--- src/rtl/nibser_pkg.sv ---
package nibser_pkg;
  typedef enum logic {
    MODE_MONO  = 1'b0,
    MODE_COLOR = 1'b1
  } mode_e;
endpackage

--- src/rtl/nibser_pair.sv ---
module nibser_pair
  import nibser_pkg::*;
#(
  parameter int unsigned DATA_W = 8,
  parameter int unsigned NIB_W  = DATA_W / 2,
  localparam int unsigned WORD_W = 2 * DATA_W,
  localparam int unsigned CNT_W  = $clog2(WORD_W / NIB_W + 1)
) (
  input  logic              clk_i,
  input  logic              rst_ni,
  input  logic              line_i,
  input  mode_e             mode_i,
  input  logic              idle_i,
  input  logic              valid_i,
  input  logic [DATA_W-1:0] data_i,
  output logic              ready_o,
  output logic              pend_o,
  output logic              load_o,
  output logic [WORD_W-1:0] load_word_o,
  output logic [CNT_W-1:0]  load_nibs_o
);
  localparam logic [CNT_W-1:0] NIBS_BYTE = CNT_W'(DATA_W / NIB_W);
  localparam logic [CNT_W-1:0] NIBS_PAIR = CNT_W'(WORD_W / NIB_W);

  logic              pend_q;
  logic [DATA_W-1:0] luma_q;
  logic              acc;

  assign ready_o = line_i & idle_i;
  assign acc     = valid_i & ready_o;
  assign pend_o  = pend_q;

  always_comb begin
    load_o      = 1'b0;
    load_word_o = '0;
    load_nibs_o = '0;
    if (acc) begin
      if (mode_i == MODE_MONO) begin
        load_o      = 1'b1;
        load_word_o = {data_i, {DATA_W{1'b0}}};
        load_nibs_o = NIBS_BYTE;
      end else if (pend_q) begin
        // chroma goes out ahead of the held luma
        load_o      = 1'b1;
        load_word_o = {data_i, luma_q};
        load_nibs_o = NIBS_PAIR;
      end
    end
  end

  always_ff @(posedge clk_i or negedge rst_ni) begin
    if (!rst_ni) begin
      pend_q <= 1'b0;
      luma_q <= '0;
    end else if (!line_i || mode_i == MODE_MONO) begin
      pend_q <= 1'b0;
    end else if (acc) begin
      if (!pend_q) begin
        luma_q <= data_i;
        pend_q <= 1'b1;
      end else begin
        pend_q <= 1'b0;
      end
    end
  end

  p_pair_load_r5: assert property (@(posedge clk_i) disable iff (!rst_ni)
    (load_o && mode_i == MODE_COLOR) |-> pend_q);
endmodule

--- src/rtl/nibser_shift.sv ---
module nibser_shift #(
  parameter int unsigned WORD_W = 16,
  parameter int unsigned NIB_W  = 4,
  parameter int unsigned CNT_W  = 3
) (
  input  logic              clk_i,
  input  logic              rst_ni,
  input  logic              line_i,
  input  logic              en_i,
  input  logic              load_i,
  input  logic [WORD_W-1:0] word_i,
  input  logic [CNT_W-1:0]  nibs_i,
  output logic              idle_o,
  output logic [NIB_W-1:0]  nib_o,
  output logic              stb_o
);
  logic [WORD_W-1:0] sh_q;
  logic [CNT_W-1:0]  cnt_q;
  logic [NIB_W-1:0]  nib_q;
  logic              stb_q;

  assign idle_o = (cnt_q == '0);
  assign nib_o  = nib_q;
  assign stb_o  = stb_q;

  always_ff @(posedge clk_i or negedge rst_ni) begin
    if (!rst_ni) begin
      sh_q  <= '0;
      cnt_q <= '0;
      nib_q <= '0;
      stb_q <= 1'b0;
    end else if (!line_i) begin
      cnt_q <= '0;
      nib_q <= '0;
      stb_q <= 1'b0;
    end else begin
      stb_q <= 1'b0;
      if (load_i) begin
        sh_q  <= word_i;
        cnt_q <= nibs_i;
      end else if (en_i && cnt_q != '0) begin
        nib_q <= sh_q[WORD_W-1 -: NIB_W];
        sh_q  <= sh_q << NIB_W;
        cnt_q <= cnt_q - 1'b1;
        stb_q <= 1'b1;
      end
    end
  end

  p_strobe_en_r9: assert property (@(posedge clk_i) disable iff (!rst_ni)
    stb_o |-> $past(en_i));
  p_drain_r4: assert property (@(posedge clk_i) disable iff (!rst_ni)
    (line_i && !load_i && en_i && cnt_q == CNT_W'(1)) |=> idle_o);
endmodule

--- src/rtl/nibble_serializer.sv ---
module nibble_serializer
  import nibser_pkg::*;
#(
  parameter int unsigned DATA_W = 8,
  localparam int unsigned NIB_W  = DATA_W / 2,
  localparam int unsigned WORD_W = 2 * DATA_W,
  localparam int unsigned CNT_W  = $clog2(WORD_W / NIB_W + 1)
) (
  input  logic              clk_i,
  input  logic              rst_ni,
  input  logic              nib_en_i,
  input  logic              color_i,
  input  logic              line_i,
  input  logic              frame_i,
  input  logic              valid_i,
  input  logic [DATA_W-1:0] data_i,
  output logic              ready_o,
  output logic [DATA_W-1:0] port_o,
  output logic              strobe_o,
  output logic              line_o,
  output logic              frame_o
);
  mode_e             mode;
  logic              idle_w, pend_w, load_w;
  logic [WORD_W-1:0] word_w;
  logic [CNT_W-1:0]  nibs_w;
  logic [NIB_W-1:0]  nib_w;
  logic              line_q, frame_q;

  assign mode = color_i ? MODE_COLOR : MODE_MONO;

  nibser_pair #(.DATA_W(DATA_W), .NIB_W(NIB_W)) u_pair (
    .clk_i       (clk_i),
    .rst_ni      (rst_ni),
    .line_i      (line_i),
    .mode_i      (mode),
    .idle_i      (idle_w),
    .valid_i     (valid_i),
    .data_i      (data_i),
    .ready_o     (ready_o),
    .pend_o      (pend_w),
    .load_o      (load_w),
    .load_word_o (word_w),
    .load_nibs_o (nibs_w)
  );

  nibser_shift #(.WORD_W(WORD_W), .NIB_W(NIB_W), .CNT_W(CNT_W)) u_shift (
    .clk_i  (clk_i),
    .rst_ni (rst_ni),
    .line_i (line_i),
    .en_i   (nib_en_i),
    .load_i (load_w),
    .word_i (word_w),
    .nibs_i (nibs_w),
    .idle_o (idle_w),
    .nib_o  (nib_w),
    .stb_o  (strobe_o)
  );

  assign port_o = {nib_w, {(DATA_W - NIB_W){1'b0}}};

  always_ff @(posedge clk_i or negedge rst_ni) begin
    if (!rst_ni) begin
      line_q  <= 1'b0;
      frame_q <= 1'b0;
    end else begin
      line_q  <= line_i;
      frame_q <= frame_i;
    end
  end

  assign line_o  = line_q;
  assign frame_o = frame_q;

  p_idle_port_r7: assert property (@(posedge clk_i) disable iff (!rst_ni)
    !line_o |-> (port_o == '0));
  p_strobe_line_r7: assert property (@(posedge clk_i) disable iff (!rst_ni)
    strobe_o |-> line_o);
  p_accept_busy_r6: assert property (@(posedge clk_i) disable iff (!rst_ni)
    (valid_i && ready_o && (!color_i || pend_w)) |=> !ready_o);
endmodule

--- config.mk ---
export PLATFORM = sky130hd
export DESIGN_NAME = nibble_serializer
export DESIGN_NICKNAME = d
export VERILOG_FILES = /design/src/rtl/nibser_pkg.sv /design/src/rtl/nibser_pair.sv /design/src/rtl/nibser_shift.sv /design/src/rtl/nibble_serializer.sv
export SDC_FILE = /design/constraint.sdc
export NUM_CORES = 1
export LEC_CHECK = 0
export ABC_AREA = 0
export BUFFER_PORTS_ARGS = -buffer_cell sky130_fd_sc_hd__buf_2
export CAP_MARGIN = 20
export CORE_ASPECT_RATIO = 2
export CORE_MARGIN = 3
export CORE_UTILIZATION = 45
export CTS_CLUSTER_SIZE = 24
export DETAILED_ROUTE_END_ITERATION = 6
export PLACE_DENSITY_LB_ADDON = 0.3
export REMOVE_ABC_BUFFERS = 1
export SYNTH_ARGS = -nofsm -noshare
export SYNTH_HDL_FRONTEND = slang
export SYNTH_HIERARCHICAL = 1
export SYNTH_SLANG_ARGS = --single-unit
--- constraint.sdc ---
create_clock -name clk_i -period 3.02 [get_ports clk_i]
set_input_delay 0.604 -clock clk_i [delete_from_list [all_inputs] [get_ports clk_i]]
set_output_delay 0.604 -clock clk_i [all_outputs]
set_load 0.05 [all_outputs]
==> metrics <==
outcome completed; Crit. Startpoint u_shift/cnt_q[0]$_DFFE_PN0P_; # IOs 27; Root Driver clkbuf_8; clock latency at the later pin of the worst-skew pair 0.28 ns; Synth-to-Final Area Change 13.21%; R2R depth 8; Ys Warns 6; Critical Path Source Type flip-flop; antenna viol nets, final 0; Worst-path clk slew 0.07 ns; post-route insts no fill 212; Crit. End Element flip-flop; CTS Hold Buffers Added 0; CTS HTree Levels 2; sequential share of the synthesized area between 40% and 50%; leak pwr 0.9560 nW; antenna diode count 0; Die X 50.48 um; reg-to-reg critical path startpoint u_shift/cnt_q[0]$_DFFE_PN0P_; max incr delay on CP 0.39 ns; Min Hold Slack 0.3836 ns; pre-CTS setup slack 0.5491 ns; RSZ-0062 raised after global routing no; worst min path class in -> async; number of synthesized register bits 35; worst-margin pin slew 0.7487 ns; post-CTS resize count 0; CTS tree yes; Core Area 0.003724 mm^2; unique cell type count in the Yosys netlist 28; crit-path max FO 22; arrival time of the worst setup path 2.65 ns; WL per Instance 14.40 um; GPL Wtd Cong 0.7258; Cell Chain, Critical Path inv_1 -> ha_1 -> ha_1 -> nand3_2 -> a21oi_2 -> buf_12 -> mux2_2 -> mux2_2; Worst R2R End u_shift/sh_q[9]$_DFFE_PN0P_; Core Rows 31; Final nets 179; top cell family by delay on the critical path multiplexers; Synth Instances 137; initial antenna violation count 0; Setup Buffers After CTS 0; pins over their slew limit 0; vias in the first global route 1207; Power Dens Cells 723.0 mW/mm^2; Yosys top cell by area dfrtp_1; crit path kind reg -> reg; Vias roughly 1100; total power about 1.5 mW; setup tns final 0 ns; final period utilization between 80% and 90%; placed instance area ~0.0019 mm^2; global-route usage over all layers 14.86%; dominant cells by area after synthesis dfrtp_1 49%, mux2_2 18%, and2_1 6.0%; Max clock buf depth 2; total of max-cap violations 0; Slowest-stage cell, CP dfrtp_1; fin area 0.002016 mm^2; final worst-path setup slack 0.5328 ns; CP bufs+invs 2; Final min period 2.487 ns; top cell type's share of synthesized area 49.19%; CTS Buf Count 5; Routed WL ~3.1 mm; Post-DP HPWL 2.312 mm; initial core utilization a little under half; Via density ~5; worst vdd ir between 0.0004 and 0.0005 V; largest net degree at the start of global routing 36; reg2reg setup slack between 0.5 and 0.6 ns; Die ar. 0.004793 mm^2; Post-Place Cells just over 200; Die Y-Extent 94.96 um; Slew headroom roughly half; CTS Sinks 35; # DRC 0; DR pass1 iterations 4; share of layout cells above drive strength 1 44.17%; f_max 402.1 MHz; first-pass GRT wire length between 5 and 6 mm; final hold violation count 0; Port-buffer cells 22; synthesized area per cell approximately 13 um^2; mapped cell area between 0.0015 and 0.002 mm^2; Starting DRT DRC Count 14; final setup fails 0; Max Clock Skew 0.008235 ns; Post-Route Utilization 54.13%; critical path required time 3.18 ns; Overflow after GRT 0
where the power goes:
| group | internal, mW | switching (mW) | total (mW) |
|---|---|---|---|
| registers | 0.557 | 0.0413 | 0.598 |
| clock network | 0.208 | 0.154 | 0.362 |
| logic | 0.224 | 0.273 | 0.498 |
Yosys cell counts:
cell type / instances
o211ai_1: 1
o21ai_4: 1
nor2b_4: 1
and3_2: 1
dfrtp_1: 35
clkbuf_1: 1
conb_1: 2
nand3_2: 1
ha_1: 2
nor2_1: 2
buf_6: 2
mux2_2: 29
buf_4: 5
nand3b_1: 1
inv_1: 5
a21boi_0: 1
mux2i_1: 4
buf_8: 1
nor3b_4: 2
nor2b_1: 4
nand2_1: 3
xnor2_1: 2
a32o_1: 4
mux2_4: 4
o21ai_0: 2
and2_1: 17
a21oi_1: 3
and2_2: 1
worst max-delay path by stage:
stage                                               to  slack [ns]  depth (start not counted)
after floorplan           u_shift/sh_q[10]$_DFFE_PN0P_       -0.23                          7
after global placement     u_shift/sh_q[5]$_DFFE_PN0P_        0.65                          8
after detailed placement   u_shift/sh_q[5]$_DFFE_PN0P_        0.55                          8
after CTS                  u_shift/sh_q[5]$_DFFE_PN0P_        0.52                          8
after global routing       u_shift/sh_q[5]$_DFFE_PN0P_        0.38                          8
final                      u_shift/sh_q[9]$_DFFE_PN0P_        0.53                          8
cells in the final DEF (no fill, tap or decap), drive strengths merged, types with 2 or more instances in the layout:
| cell | instances |
|---|---|
| dfrtp | 35 |
| mux2 | 33 |
| buf | 24 |
| and2 | 18 |
| clkbuf | 8 |
| conb | 5 |
| inv | 5 |
| nor2b | 5 |
| a32o | 4 |
| mux2i | 4 |
| nand2 | 3 |
| o21ai | 3 |
| a21oi | 3 |
| nor2 | 2 |
| xnor2 | 2 |
| nor3b | 2 |
| ha | 2 |
layout make-up:
type	instances	area (um^2)
clock buffers	8	100.1
fillers	348	1708
inverters	5	18.77
multi-input cells	91	822.0
flip-flops and latches	35	875.8
well taps	49	61.31
repair buffers	24	137.6
state kept, by name, indices dropped and copies added (netlist names):
register       count
u_pair/pend_o      1
u_shift/nib_o      4
u_shift/cnt_q      3
line_o             1
u_pair/luma_q      8
frame_o            1
u_shift/stb_o      1
u_shift/sh_q      16
cell families after synthesis:
family / count (synthesis) / share of synthesized area, %
xor gates and xnor gates: 2 / 0.9840
adders and majority gates: 2 / 1.405
AOI/OAI and AO/OA: 12 / 5.412
buffers and inverters: 14 / 5.481
and+or+nand+nor: 33 / 13.14
DFF: 35 / 49.19
other: 2 / 0.4218
muxes: 37 / 23.96
per-layer routing:
metal,GRT usage (%),up-vias,part of all wire (%)
met5,0,-,0
met1,15.26,525,39
met4,6.067,0,1.7
li1,-,506,-
met2,27.29,22,55
met3,4.423,6,4.3
Power figures use the tool's default switching activity.
